==> config.mk <==
export PLATFORM = sky130hd
export DESIGN_NAME = tri_port_pio
export DESIGN_NICKNAME = d
export VERILOG_FILES = /design/src/rtl/pio_pkg.sv /design/src/rtl/pio_cmd_dec.sv /design/src/rtl/pio_hshk.sv /design/src/rtl/pio_rdmux.sv /design/src/rtl/tri_port_pio.sv
export SDC_FILE = /design/constraint.sdc
export NUM_CORES = 1
export LEC_CHECK = 0
export CORE_MARGIN = 2
export CORE_UTILIZATION = 45
export CTS_CLUSTER_SIZE = 40
export DETAILED_ROUTE_END_ITERATION = 12
export PLACE_DENSITY = 0.8
export SLEW_MARGIN = 10
export SYNTH_ARGS = -nofsm -noshare
export SYNTH_HDL_FRONTEND = slang
export SYNTH_SLANG_ARGS = --single-unit
==> constraint.sdc <==
create_clock -name clk -period 3.6 [get_ports clk]
set_input_delay 0.72 -clock clk [delete_from_list [all_inputs] [get_ports clk]]
set_output_delay 0.72 -clock clk [all_outputs]
set_load 0.005 [all_outputs]
==> src/rtl/pio_pkg.sv <==
package pio_pkg;

    // Direction and mode settings held by the command register.
    typedef struct packed {
        logic a_in;     // port A is input
        logic cu_in;    // upper port C nibble is input
        logic b_mode1;  // second group runs strobed
        logic b_in;     // port B is input
        logic cl_in;    // lower port C nibble is input
    } pio_cfg_t;

    localparam pio_cfg_t PIO_CFG_RST = '{a_in: 1'b1, cu_in: 1'b1, b_mode1: 1'b0,
                                         b_in: 1'b1, cl_in: 1'b1};

    // Handshake state of the strobed group.
    typedef struct packed {
        logic flag;      // input buffer full, or output buffer full
        logic inte;      // interrupt enable
        logic stb_prev;  // strobe/acknowledge pin from the previous cycle
    } pio_hs_t;

endpackage

==> src/rtl/pio_cmd_dec.sv <==
module pio_cmd_dec #(
    parameter int DW   = 8,
    parameter int SELW = 3
) (
    input  logic                  cs_n,
    input  logic                  wr_n,
    input  logic [1:0]            addr,
    input  logic [DW-1:0]         din,
    output logic                  wr_a,
    output logic                  wr_b,
    output logic                  wr_c,
    output logic                  mode_set,
    output logic                  bsr,
    output logic [SELW-1:0]       bsr_idx,
    output logic                  bsr_val,
    output pio_pkg::pio_cfg_t     cfg_new
);

    logic wsel;
    logic unused_grp_a_mode;

    assign wsel     = !cs_n && !wr_n;
    assign wr_a     = wsel && (addr == 2'd0);
    assign wr_b     = wsel && (addr == 2'd1);
    assign wr_c     = wsel && (addr == 2'd2);
    assign mode_set = wsel && (addr == 2'd3) &&  din[7];
    assign bsr      = wsel && (addr == 2'd3) && !din[7];
    assign bsr_idx  = din[SELW:1];
    assign bsr_val  = din[0];

    assign cfg_new = '{a_in: din[4], cu_in: din[3], b_mode1: din[2],
                       b_in: din[1], cl_in: din[0]};

    // The first group has plain mode only; its mode field is dropped.
    assign unused_grp_a_mode = ^din[6:5];

endmodule

==> src/rtl/pio_hshk.sv <==
module pio_hshk (
    input  logic clk,
    input  logic rst_n,
    input  logic en,        // second group in strobed mode
    input  logic dir_in,    // port B is input
    input  logic clr,       // mode-set command this cycle
    input  logic stb_n,     // strobe (input) or acknowledge (output)
    input  logic rd_b,      // host reads port B
    input  logic wr_b,      // host writes port B
    input  logic inte_we,   // set/reset of the enable bit
    input  logic inte_val,
    output logic cap,       // capture port B input this cycle
    output logic pin1,      // flag pin value
    output logic intr,
    output logic inte
);

    pio_pkg::pio_hs_t hs_q, hs_d;
    logic fall;

    assign fall = hs_q.stb_prev && !stb_n;

    always_comb begin
        hs_d          = hs_q;
        hs_d.stb_prev = stb_n;
        if (clr) begin
            hs_d.flag = 1'b0;
            hs_d.inte = 1'b0;
        end else if (en) begin
            if (inte_we) hs_d.inte = inte_val;
            if (dir_in) begin
                if (fall)      hs_d.flag = 1'b1;
                else if (rd_b) hs_d.flag = 1'b0;
            end else begin
                if (wr_b)      hs_d.flag = 1'b1;
                else if (fall) hs_d.flag = 1'b0;
            end
        end
    end

    always_ff @(posedge clk or negedge rst_n) begin
        if (!rst_n) hs_q <= '{flag: 1'b0, inte: 1'b0, stb_prev: 1'b1};
        else        hs_q <= hs_d;
    end

    assign cap  = en && dir_in && fall && !clr;
    assign pin1 = dir_in ? hs_q.flag : !hs_q.flag;
    assign intr = hs_q.inte && pin1;
    assign inte = hs_q.inte;

endmodule

==> src/rtl/pio_rdmux.sv <==
module pio_rdmux #(
    parameter int DW = 8
) (
    input  logic          rd_en,
    input  logic [1:0]    addr,
    input  logic [DW-1:0] va,
    input  logic [DW-1:0] vb,
    input  logic [DW-1:0] vc,
    output logic [DW-1:0] dout
);

    always_comb begin
        dout = '0;
        if (rd_en) begin
            unique case (addr)
                2'd0:    dout = va;
                2'd1:    dout = vb;
                2'd2:    dout = vc;
                default: dout = '0;
            endcase
        end
    end

endmodule

==> src/rtl/tri_port_pio.sv <==
module tri_port_pio #(
    parameter int DW = 8
) (
    input  logic          clk,
    input  logic          rst_n,
    input  logic          cs_n,
    input  logic          rd_n,
    input  logic          wr_n,
    input  logic [1:0]    addr,
    input  logic [DW-1:0] din,
    output logic [DW-1:0] dout,
    input  logic [DW-1:0] pa_in,
    output logic [DW-1:0] pa_out,
    output logic [DW-1:0] pa_oe,
    input  logic [DW-1:0] pb_in,
    output logic [DW-1:0] pb_out,
    output logic [DW-1:0] pb_oe,
    input  logic [DW-1:0] pc_in,
    output logic [DW-1:0] pc_out,
    output logic [DW-1:0] pc_oe
);

    localparam int NIB  = DW / 2;
    localparam int SELW = $clog2(DW);

    typedef struct packed {
        pio_pkg::pio_cfg_t cfg;
        logic [DW-1:0]     la;
        logic [DW-1:0]     lb;
        logic [DW-1:0]     lc;
    } state_t;

    localparam state_t ST_RST = '{cfg: pio_pkg::PIO_CFG_RST, la: '0, lb: '0, lc: '0};

    state_t st_q, st_d;

    logic              wr_a, wr_b, wr_c, mode_set, bsr, bsr_val;
    logic [SELW-1:0]   bsr_idx;
    pio_pkg::pio_cfg_t cfg_new;
    logic              rd_en, rd_b, cap, pin1, intr, inte;
    logic              gb_m1, gb_in;
    logic [NIB-1:0]    lo_rd, lo_out, lo_oe;
    logic [DW-1:0]     vb, vc;

    pio_cmd_dec #(.DW(DW), .SELW(SELW)) u_dec (
        .cs_n, .wr_n, .addr, .din,
        .wr_a, .wr_b, .wr_c, .mode_set, .bsr, .bsr_idx, .bsr_val, .cfg_new
    );

    assign gb_m1 = st_q.cfg.b_mode1;
    assign gb_in = st_q.cfg.b_in;
    assign rd_en = !cs_n && !rd_n;
    assign rd_b  = rd_en && (addr == 2'd1);

    pio_hshk u_hs (
        .clk, .rst_n,
        .en       (gb_m1),
        .dir_in   (gb_in),
        .clr      (mode_set),
        .stb_n    (pc_in[2]),
        .rd_b     (rd_b),
        .wr_b     (wr_b),
        .inte_we  (bsr && gb_m1 && (bsr_idx == SELW'(2))),
        .inte_val (bsr_val),
        .cap, .pin1, .intr, .inte
    );

    always_comb begin
        st_d = st_q;
        if (mode_set) begin
            st_d.cfg = cfg_new;
            st_d.la  = '0;
            st_d.lb  = '0;
            st_d.lc  = '0;
        end else begin
            if (wr_a) st_d.la = din;
            if (cap)  st_d.lb = pb_in;
            else if (wr_b && !(gb_m1 && gb_in)) st_d.lb = din;
            if (wr_c) st_d.lc = din;
            if (bsr)  st_d.lc[bsr_idx] = bsr_val;
        end
    end

    always_ff @(posedge clk or negedge rst_n) begin
        if (!rst_n) st_q <= ST_RST;
        else        st_q <= st_d;
    end

    // Lower port C: plain nibble, or handshake on bits 2:0.
    always_comb begin
        if (gb_m1) begin
            lo_out = {st_q.lc[NIB-1:3], 1'b0, pin1, intr};
            lo_oe  = {{(NIB-3){!st_q.cfg.cl_in}}, 3'b011};
            lo_rd  = {(st_q.cfg.cl_in ? pc_in[NIB-1:3] : st_q.lc[NIB-1:3]), inte, pin1, intr};
        end else begin
            lo_out = st_q.lc[NIB-1:0];
            lo_oe  = {NIB{!st_q.cfg.cl_in}};
            lo_rd  = st_q.cfg.cl_in ? pc_in[NIB-1:0] : st_q.lc[NIB-1:0];
        end
    end

    assign pa_out = st_q.la;
    assign pa_oe  = {DW{!st_q.cfg.a_in}};
    assign pb_out = st_q.lb;
    assign pb_oe  = {DW{!gb_in}};
    assign pc_out = {st_q.lc[DW-1:NIB], lo_out};
    assign pc_oe  = {{(DW-NIB){!st_q.cfg.cu_in}}, lo_oe};

    assign vb = (gb_in && !gb_m1) ? pb_in : st_q.lb;
    assign vc = {(st_q.cfg.cu_in ? pc_in[DW-1:NIB] : st_q.lc[DW-1:NIB]), lo_rd};

    pio_rdmux #(.DW(DW)) u_rd (
        .rd_en, .addr,
        .va   (st_q.cfg.a_in ? pa_in : st_q.la),
        .vb, .vc, .dout
    );

endmodule

==> results of run 1 <==
-- how the worst min path moves through the flow --
stage | startpoint | endpoint | slack [ns] | cells after the start
after global placement | pa_out[4] | pa_out[4] | 0.53 | 2
after floorplan | rst_n | gb_m1 | 0.42 | 0
after global routing | pa_out[6] | pa_out[6] | 0.60 | 2
final | pa_out[6] | pa_out[6] | 0.54 | 2
after CTS | pa_out[6] | pa_out[6] | 0.55 | 2
after detailed placement | pa_out[6] | pa_out[6] | 0.53 | 2
-- layout by cell type, fill, tap and decap left out, types with 4 or more instances in the layout --
master and n:
a211oi_1 14, buf_4 8, clkbuf_8 5, clkdlybuf4s50_1 94, dfrtp_1 27, dfstp_2 5, inv_1 7, mux2_2 11
mux2i_1 34, nand3_1 6, nor2_1 19, nor3_1 11, nor4_1 12, o21ai_0 10, o22ai_1 7, or3_1 7
or4b_1 4
-- metal layers --
metal | GRT usage | vias up | part of all wire
li1 | - | 1084 | -
met1 | 0.308 | 1124 | 0.42
met2 | 0.351 | 103 | 0.48
met3 | 0.0494 | 16 | 0.078
met4 | 0.0847 | 0 | 0.024
met5 | 0 | - | 0
-- registers in the layout (all words and copies together) (netlist names) --
register,cells
st_q,7
pb_out,8
u_hs.inte,1
gb_in,1
gb_m1,1
pc_out,4
pa_out,8
u_hs.hs_q,2
-- power groups by stage --
stage	Sequential [uW]	Combinational (uW)	Clock [uW]
after floorplan	513	516	0
after global placement	569	707	0
after detailed placement	574	720	0
after CTS	568	725	263
after global routing	583	777	287
final	569	718	260
-- critical path, delay by kind of cell --
family          cells  cell delay, ns
compound gates      1            0.21
simple gates        1            0.52
buf+inv             3            1.26
-- cell type report --
| cell class | instances | area, um^2 | share of cell area |
|---|---|---|---|
| clock buffers | 6 | 72.6 | 0.0214 |
| clock inverters | 1 | 5.00 | 0.00148 |
| inverters | 7 | 26.3 | 0.00776 |
| multi-input cells | 178 | 1370 | 0.403 |
| flip-flops and latches | 32 | 807 | 0.238 |
| well taps | 72 | 90.1 | 0.0266 |
| repair buffers | 103 | 1020 | 0.301 |
-- metrics by stage --
step / cells / hold slack (ns) / util / cell area [um^2] / total power (uW)
after floorplan: 281 / 0.424 / - / 2650 / 1030
after global placement: 392 / 0.529 / 0.590 / 3310 / 1280
after detailed placement: 392 / 0.529 / 0.590 / 3310 / 1290
after CTS: 399 / 0.547 / 0.604 / 3390 / 1560
after global routing: 399 / 0.599 / 0.604 / 3390 / 1650
final: 399 / 0.540 / 0.604 / 3390 / 1550
-- kinds of logic (layout without fill, tap and decap cells) --
logic type / count (synthesis) / in the layout / share of synthesized area
AND/OR/NAND/NOR: 90 / 90 / 0.222
buffers and inverters: 71 / 117 / 0.180
multiplexers: 45 / 45 / 0.175
AO/OA/AOI/OAI: 42 / 42 / 0.115
flip-flops: 32 / 32 / 0.305
XOR/XNOR: 1 / 1 / 0.00331
==> impl_results.md, run 1 <==
- CTS tree: yes
- N_diodes: 0
- Largest net degree at the start of global routing: 33
- Critical path arrival: about 2.7 ns
- Hold WC Path Type: reg -> reg
- CTS sink cnt: 32
- VDD IR max: about 200 uV
- Reg-to-Reg Start: gb_m1
- Count of input and output buffers: 94
- Worst slew pin tran: 0.769 ns
- RR Endpoint: pb_out[0]
- Hold Fails Final Rpt: 0
- DRT antenna net count: 0
- Tcrit/Tclk final: 0.953
- Area of the mapped netlist: 2650 um^2
- EDFF count, synth: 0
- CTS resizes: 0
- Max incr delay on CP: 0.53 ns
- Worst setup SP type: input pin
- IO Count: 95
- Nature of the critical path endpoint: output port
- Max-cap violations: 0
- Critical path's most frequent cell: clkdlybuf4s50_1
- Synth Flop Type: dfrtp_1
- Pint: around 1000 uW
- Reg power frac: 0.368
- WL final: 7190 um
- Post-synth net total: 320
- Gr usage total: 0.226
- Worst-Skew Late Latency: ~0.28 ns
- Setup slack after layout: approximately 0.17 ns
- Post-synth cell types: 52
- Post-DP HPWL: 5370 um
- Most common cell in the synthesized netlist: buf_4
- Vias/cell: 5.83
- Postcts setup bufs: 0
- Max clock buf depth: 2
- Clk_skew: 0.00465 ns
- Row cnt: 27
- Core box area: 5610 um^2
- Peak Freq: 0.291 GHz
- Vias: 2327
- Drc violations: 0
- Avg Inst Size Synth: 9.42 um^2
- Tmin final: between 3 and 4 ns
- Nets@finish: 366
- Initial DRT Pass Iterations: 4
- Synth Warn #: 0
- Ys async rst share: 1.00
- Switch share: 0.329
- Commonest cells post-synth: buf_4, mux2i_1, dfrtp_1
- Die X: 80.7 um
- Register area share after synthesis: 0.305
- CP Max Fanout: 15
- Crit path from: addr[1]
- Psw: ~510 uW
- Routability Congestion: 0.854
- DR WL/cell: 18.0 um
- R2R Setup Slk: 2.02 ns
- Leak pwr: 0.00128 uW
- P&R area growth vs syn: 27.9%
- Req. time, crit path: 2.88 ns
- Area leader, netlist: dfrtp_1
- Pre-CTS worst setup slack: 0.189 ns
- Max-slew headroom: 0.483
- R2R cell count: 3
- Starting Density: 0.472
- Clock Tree Root: clkbuf_8
- Die Footprint: 6510 um^2
- Pwr/cell area: around 460 nW/um^2
- Die Ht: 80.7 um
- Initial antenna violation count: 0
- Register bit total from synthesis: 32
- First-pass GRT wire length: 11200 um
- Setup CP Type: in -> out
- Logic pwr share: 0.464
- Crit-path cells: clkdlybuf4s50_1, buf_4, or4b_1, o22ai_1, clkdlybuf4s50_1
- CTS H-tree lvls: 2
- Vias in the first global route: 2175
- Clock transition at path regs: around 0.060 ns
- Num CTS Buffers: 5
- Synth area leaders: dfrtp_1, mux2i_1, buf_4, dfstp_2, mux2_2
- Slew Limit Fails: 0
- Cts hold-fix bufs: 0
- Clock Power Share: 0.168
- RSZ-0062 raised after global routing: no
- Drt initial violations: ~190
- # setup viols final: 0
- Share of cells above drive strength 1: 0.128
- Fillers: 494
- Post-synth top area share: 0.255
- Worst Setup EP: dout[0]
- CP max stage cell: clkdlybuf4s50_1
- Synth Instances: 281
- Setup TNS Final: 0 ns
- Total grt overflow: 0
- Status: finished, final reports clean
(Power assumes the default switching activity.)
==> inputs of run 2 (changes only) <==
- REMOVE_ABC_BUFFERS: unset -> 1
==> run 2 against run 1 <==
  * Global-route usage is 0.69 points higher
  * Routed wire length is 2.8% higher
  * First-iteration DRC count shrank 24%
  * Sequential power hardly changed
  * Die area is the same
  * Clock skew shrank 0.0024 ns
  * Critical endpoint is now dout[2]
  * Largest cell class unchanged
  * Largest power group unchanged
==> impl_results.md, run 2 (same netlist as run 1, synthesis figures left out) <==
- Status: finished, final reports clean
- Initial antenna violation count: 0 (unchanged)
- Req. time, crit path: 2.88 ns (about the same)
- Postcts setup bufs: 0 (unchanged)
- Leak pwr: 0.00130 uW (+2.1%)
- Vias: 2365 (+1.6%)
- Commonest cells after routing, fill and taps aside: clkdlybuf4s50_1, mux2i_1, dfrtp_1, nor2_1
- CP max stage cell: or4b_1
- # setup viols final: 0 (unchanged)
- Final Util: 0.611 (+0.00669)
- Pre-CTS worst setup slack: 0.162 ns (-0.0271 ns)
- P&R area growth vs syn: 29.3%
- Max clock buf depth: 2 (unchanged)
- Setup CP Type: in -> out
- Die X: 80.7 um (unchanged)
- Peak Freq: 0.289 GHz (-0.83%)
- Nature of the critical path endpoint: output port
- Total grt overflow: 0 (unchanged)
- Worst-Skew Late Latency: 0.28 ns (about the same)
- CTS resizes: 0 (unchanged)
- Starting Density: 0.472 (unchanged)
- IO Count: 95 (unchanged)
- Hold WC Path Type: reg -> reg
- Most common cell after layout, fill and taps aside: clkdlybuf4s50_1
- Psw: 516 uW (+1.3%)
- Gr usage total: 0.233 (+0.00686)
- Placed inst area: 3330 um^2 (+0.76%)
- Worst setup SP type: input pin
- Initial DRT Pass Iterations: 4 (unchanged)
- Fillers: 495 (+0.20%)
- Nets@finish: 371 (+1.4%)
- DR WL/cell: 18.2 um (+1.3%)
- Worst path bufs/invs: 2 (-1)
- Slew Limit Fails: 0 (unchanged)
- N_diodes: 0 (unchanged)
- CTS tree: yes
- WL final: 7390 um (+2.8%)
- Drt initial violations: 145 (-24%)
- Hold Fails Final Rpt: 0 (unchanged)
- Clock Tree Root: clkbuf_8
- Max-cap violations: 0 (unchanged)
- Cts hold-fix bufs: 0 (unchanged)
- Met2 Usage GRT: 0.384 (+0.0333)
- Max-slew headroom: 0.496 (+0.0131)
- Tcrit/Tclk final: 0.961 (+0.00795)
- Logic pwr share: 0.461 (-0.003)
- GRT busiest layer: met2
- CP Max Fanout: 7 (-8)
- Met3 Use GR: 0.0551 (+0.00562)
- Largest net degree at the start of global routing: 33 (unchanged)
- Core box area: 5610 um^2 (unchanged)
- Met1 GRT Util: 0.301 (-0.00701)
- Num CTS Buffers: 5 (unchanged)
- Die Footprint: 6510 um^2 (unchanged)
- Setup slack after layout: 0.139 ns (-0.0286 ns)
- Clk_skew: 0.00227 ns (-0.00237 ns)
- Drc violations: 0 (unchanged)
- Crit-path leading delay family: buffers and inverters
- Clock Power Share: 0.181 (+0.013)
- Tmin final: 3.46 ns (+0.0286 ns)
- Critical path's most frequent cell: clkdlybuf4s50_1
- First-pass GRT wire length: 11700 um (+3.9%)
- Die Ht: 80.7 um (unchanged)
- Switch share: 0.326 (-0.00300)
- Clock transition at path regs: 0.06 ns (about the same)
- Pint: 1070 uW (+2.7%)
- Routability Congestion: 0.838 (-1.8%)
- Reg power frac: 0.358 (-0.010)
- RSZ-0062 raised after global routing: no
- Crit-path cells: clkdlybuf4s50_1, or4b_1, o211ai_1, clkdlybuf4s50_1
- Share of cells above drive strength 1: 0.141 (+0.0127)
- CTS sink cnt: 32 (unchanged)
- Count of input and output buffers: 94 (unchanged)
- Post-DP HPWL: 5440 um (+1.3%)
- CTS H-tree lvls: 2 (unchanged)
- Setup TNS Final: 0 ns (unchanged)
- Row cnt: 27 (unchanged)
- Pwr/cell area: 462 nW/um^2 (+1.1%)
- Critical path arrival: 2.74 ns (+0.03 ns)
- Vias/cell: 5.84 (+0.13%)
- Max incr delay on CP: 0.71 ns (+0.18 ns)
- Fin area: 3420 um^2 (+1.1%)
- VDD IR max: 225 uV (+11%)
- Worst slew pin tran: 0.750 ns (-0.0195 ns)
- DRT antenna net count: 0 (unchanged)
- Vias in the first global route: 2253 (+3.6%)
run 2: cell count changes in the layout (fill, tap and decap cells not counted), sizes merged:
cell,change
buf,+5
clkbuf,+2
clkinv,-1
run 2: worst paths after layout:
path                       startpoint        end  slack [ns]  depth (start not counted)
min                         pa_out[0]  pa_out[0]        0.56                          2
max                              cs_n    dout[2]        0.14                          4
min reg2reg                 pa_out[0]  pa_out[0]        0.56                          2
max reg2reg                     gb_m1  pb_out[4]        2.02                          3
max in group asynchronous       rst_n   st_q[24]        2.40                          2
min in group asynchronous       rst_n  pb_out[5]        0.85                          2
run 2: power groups by stage:
stage / combinational, uW / sequential [uW] / clock [uW]
detailed placement: 728 / 572 / 0
finish: 729 / 566 / 287
global placement: 716 / 568 / 0
CTS: 733 / 567 / 289
floorplan: 291 / 552 / 0
global route: 793 / 580 / 307
run 2: layer usage:
metal	up-vias	routed length, um
met3	8	643
met2	127	3610
met4	0	116
met5	-	0
li1	1098	-
met1	1132	3020
run 2: through the flow:
stage	std cells	total power [uW]	hold WS, ns
after floorplan	217	843	0.424
after global placement	397	1280	0.528
after detailed placement	397	1300	0.545
after CTS	405	1590	0.560
after global routing	405	1680	0.603
final	405	1580	0.559
run 2: area by class of cell:
cell class                 count  area, um^2  area share
multi-input combinational    178        1370       0.399
inverter                       7        26.3     0.00767
tap                           72        90.1      0.0263
sequential                    32         807       0.236
timing repair buffer         108        1050       0.305
clock buffer                   8        90.1      0.0263
run 2: tightest hold or removal path, stage by stage (launching register included):
cell	delay [ns]
dfrtp_1	0.36
mux2i_1	0.08
nor2_1	0.09
==> inputs of run 3 (changes only) <==
- ABC_AREA: unset -> 1
- CORE_MARGIN: 2 -> 8
- PLACE_DENSITY: 0.8 -> 0.81
==> run 3 against run 2 <==
  * Fmax grew 3.4%
  * Via count grew 14%
  * Global-route usage shrank 4.0 points
  * Final area shrank 1.9%
  * Synthesized cell count grew 42%
  * First-iteration DRC count grew 9.0%
  * Clock skew grew 0.00064 ns
  * Critical path type unchanged
  * Largest cell class unchanged
==> impl_results.md, run 3 <==
- Clock transition at path regs: 0.07 ns (about the same)
- Gr usage total: 0.193 (-0.0398)
- Post-synth top area share: 0.266 (+0.0112)
- Core box area: 5470 um^2 (-2.4%)
- CP max stage cell: clkdlybuf4s50_1
- Vias in the first global route: 2686 (+19%)
- Clock Power Share: 0.229 (+0.048)
- Count of input and output buffers: 94 (unchanged)
- # setup viols final: 0 (unchanged)
- Drt initial violations: 158 (+9.0%)
- Vias: 2699 (+14%)
- Tmin final: 3.35 ns (-0.112 ns)
- Routability Congestion: 0.896 (+6.9%)
- CTS resizes: 0 (unchanged)
- Ys async rst share: 1.00 (unchanged)
- Synth area leaders: dfrtp_1, nand2_1, buf_4, nor2_1, nand3_1
- Crit-path cells: clkdlybuf4s50_1, inv_1, nor2_4, o21ai_0, o21ai_0, nor2_1, nor2_1, clkdlybuf4s50_1
- Register bit total from synthesis: 32 (unchanged)
- RSZ-0062 raised after global routing: no
- Setup CP Type: in -> out
- Max clock buf depth: 2 (unchanged)
- Die Ht: 91.1 um (+13%)
- Logic pwr share: 0.431 (-0.030)
- Initial DRT Pass Iterations: 5 (+1)
- Most common cell after layout, fill and taps aside: nand2_1
- Hold Fails Final Rpt: 0 (unchanged)
- Slew Limit Fails: 0 (unchanged)
- Initial antenna violation count: 0 (unchanged)
- DRT antenna net count: 0 (unchanged)
- WHS Path Cells: 2 (unchanged)
- Largest net degree at the start of global routing: 33 (unchanged)
- CTS tree: yes
- Total grt overflow: 0 (unchanged)
- Post-synth cell types: 26 (-50%)
- Area of the mapped netlist: 2540 um^2 (-4.2%)
- Share of cells above drive strength 1: 0.0639 (-0.0773)
- Max-slew headroom: 0.621 (+0.125)
- Setup TNS Final: 0 ns (unchanged)
- Cts hold-fix bufs: 0 (unchanged)
- Clock Tree Root: clkbuf_8
- Die X: 91.1 um (+13%)
- EDFF count, synth: 0 (unchanged)
- CTS sink cnt: 32 (unchanged)
- Clk_skew: 0.00291 ns (+0.000638 ns)
- Vias/cell: 5.13 (-12%)
- Peak Freq: 0.299 GHz (+3.4%)
- CTS H-tree lvls: 2 (unchanged)
- Synth Instances: 398 (+42%)
- Postcts setup bufs: 0 (unchanged)
- Most common cell in the synthesized netlist: nand2_1
- P&R area growth vs syn: 32.5%
- Max incr delay on CP: 0.59 ns (-0.12 ns)
- Pint: 1020 uW (-4.4%)
- Switch share: 0.345 (+0.0187)
- Drc violations: 0 (unchanged)
- WL final: 8000 um (+8.3%)
- Register area share after synthesis: 0.318 (+0.0134)
- Commonest cells post-synth: nand2_1, nor2_1, buf_4
- VDD IR max: 292 uV (+30%)
- CP Max Fanout: 9 (+2)
- Status: finished, final reports clean
- Req. time, crit path: 2.88 ns (about the same)
- Nets@finish: 492 (+33%)
- Worst setup SP type: input pin
- Worst slew pin tran: 0.568 ns (-0.182 ns)
- R2R cell count: 8 (+5)
- Die Footprint: 8290 um^2 (+27%)
- Num CTS Buffers: 5 (unchanged)
- Max-cap violations: 0 (unchanged)
- Nature of the critical path endpoint: output port
- Avg Inst Size Synth: 6.37 um^2 (-32%)
- Synth Warn #: 0 (unchanged)
- Pwr/cell area: 463 nW/um^2 (+0.18%)
- N_diodes: 0 (unchanged)
- Area leader, netlist: dfrtp_1
- Hold WC Path Type: reg -> reg
- WHS: 0.512 ns (-0.0472 ns)
- Reg power frac: 0.340 (-0.018)
- Worst-Skew Late Latency: 0.29 ns (about the same)
- Starting Density: 0.463 (-0.00869)
- Critical path arrival: 2.63 ns (-0.11 ns)
- Commonest cells after routing, fill and taps aside: nand2_1, clkdlybuf4s50_1, nor2_1, inv_1, nand3_1
- DR WL/cell: 15.2 um (-17%)
- Leak pwr: 0.00162 uW (+25%)
- Row cnt: 27 (unchanged)
- IO Count: 95 (unchanged)
- First-pass GRT wire length: 13000 um (+12%)
- Post-DP HPWL: 6350 um (+17%)
- Tcrit/Tclk final: 0.930 (-0.0312)
- Psw: 536 uW (+3.9%)
- Synth Flop Type: dfrtp_1
## run 3: cell types whose count changed after synthesis, sizes merged, moves of 9 or more
cell,change
a211oi,-16
a21oi,+9
inv,+35
mux2,-11
mux2i,-34
nand2,+122
nand3,+26
nor2,+34
nor4,-13
o21ai,+15
## run 3: per-layer routing
metal / routed length (um) / vias to the layer above / track usage
met5: 0 / - / 0
met4: 171 / 0 / 0.0655
met3: 584 / 18 / 0.0420
met2: 3910 / 120 / 0.337
met1: 3330 / 1231 / 0.228
li1: - / 1330 / -
## run 3: critical path: cells and delay by family
kind,cells,cell delay [ns]
compound gates,2,0.31
buf+inv,3,1.24
simple gates,3,0.35
## run 3: kinds of logic after synthesis
family,count (synthesis),synth area share
DFF,32,0.318
and+or+nand+nor,223,0.371
AOI/OAI and AO/OA,49,0.109
buffers and inverters,94,0.203
## run 3: stage by stage
step	cell area (um^2)	power (uW)	std cells	worst slack, ns	util
after floorplan	2190	801	348	1.45	-
after detailed placement	3250	1210	518	0.255	0.594
final	3360	1550	526	0.251	0.614
after global routing	3360	1660	526	0.0539	0.614
after CTS	3360	1560	526	0.250	0.614
after global placement	3250	1190	518	0.357	0.594
## run 3: final cells by class
cell class | instances | area, um^2
clock inverters | 3 | 42.5
multi-input cells | 272 | 1210
clock buffers | 5 | 68.8
inverters | 44 | 165
flip-flops and latches | 32 | 807
well taps | 72 | 90.1
fillers | 508 | 2110
repair buffers | 98 | 971
## run 3: final timing paths
| check | start | endpoint | slack, ns |
|---|---|---|---|
| setup / recovery | addr[1] | dout[7] | 0.25 |
| hold / removal | st_q[27] | st_q[27] | 0.51 |
| setup reg to reg | gb_m1 | pb_out[7] | 2.05 |
| hold reg to reg | st_q[27] | st_q[27] | 0.51 |
| max in group asynchronous | rst_n | st_q[28] | 2.44 |
| min in group asynchronous | rst_n | u_hs.hs_q[2] | 0.82 |
## run 3: power by group through the flow
stage | registers (uW) | clock network (uW) | logic (uW)
finish | 529 | 355 | 670
detailed placement | 534 | 0 | 672
global placement | 532 | 0 | 659
floorplan | 524 | 0 | 277
global route | 545 | 373 | 746
CTS | 528 | 360 | 675
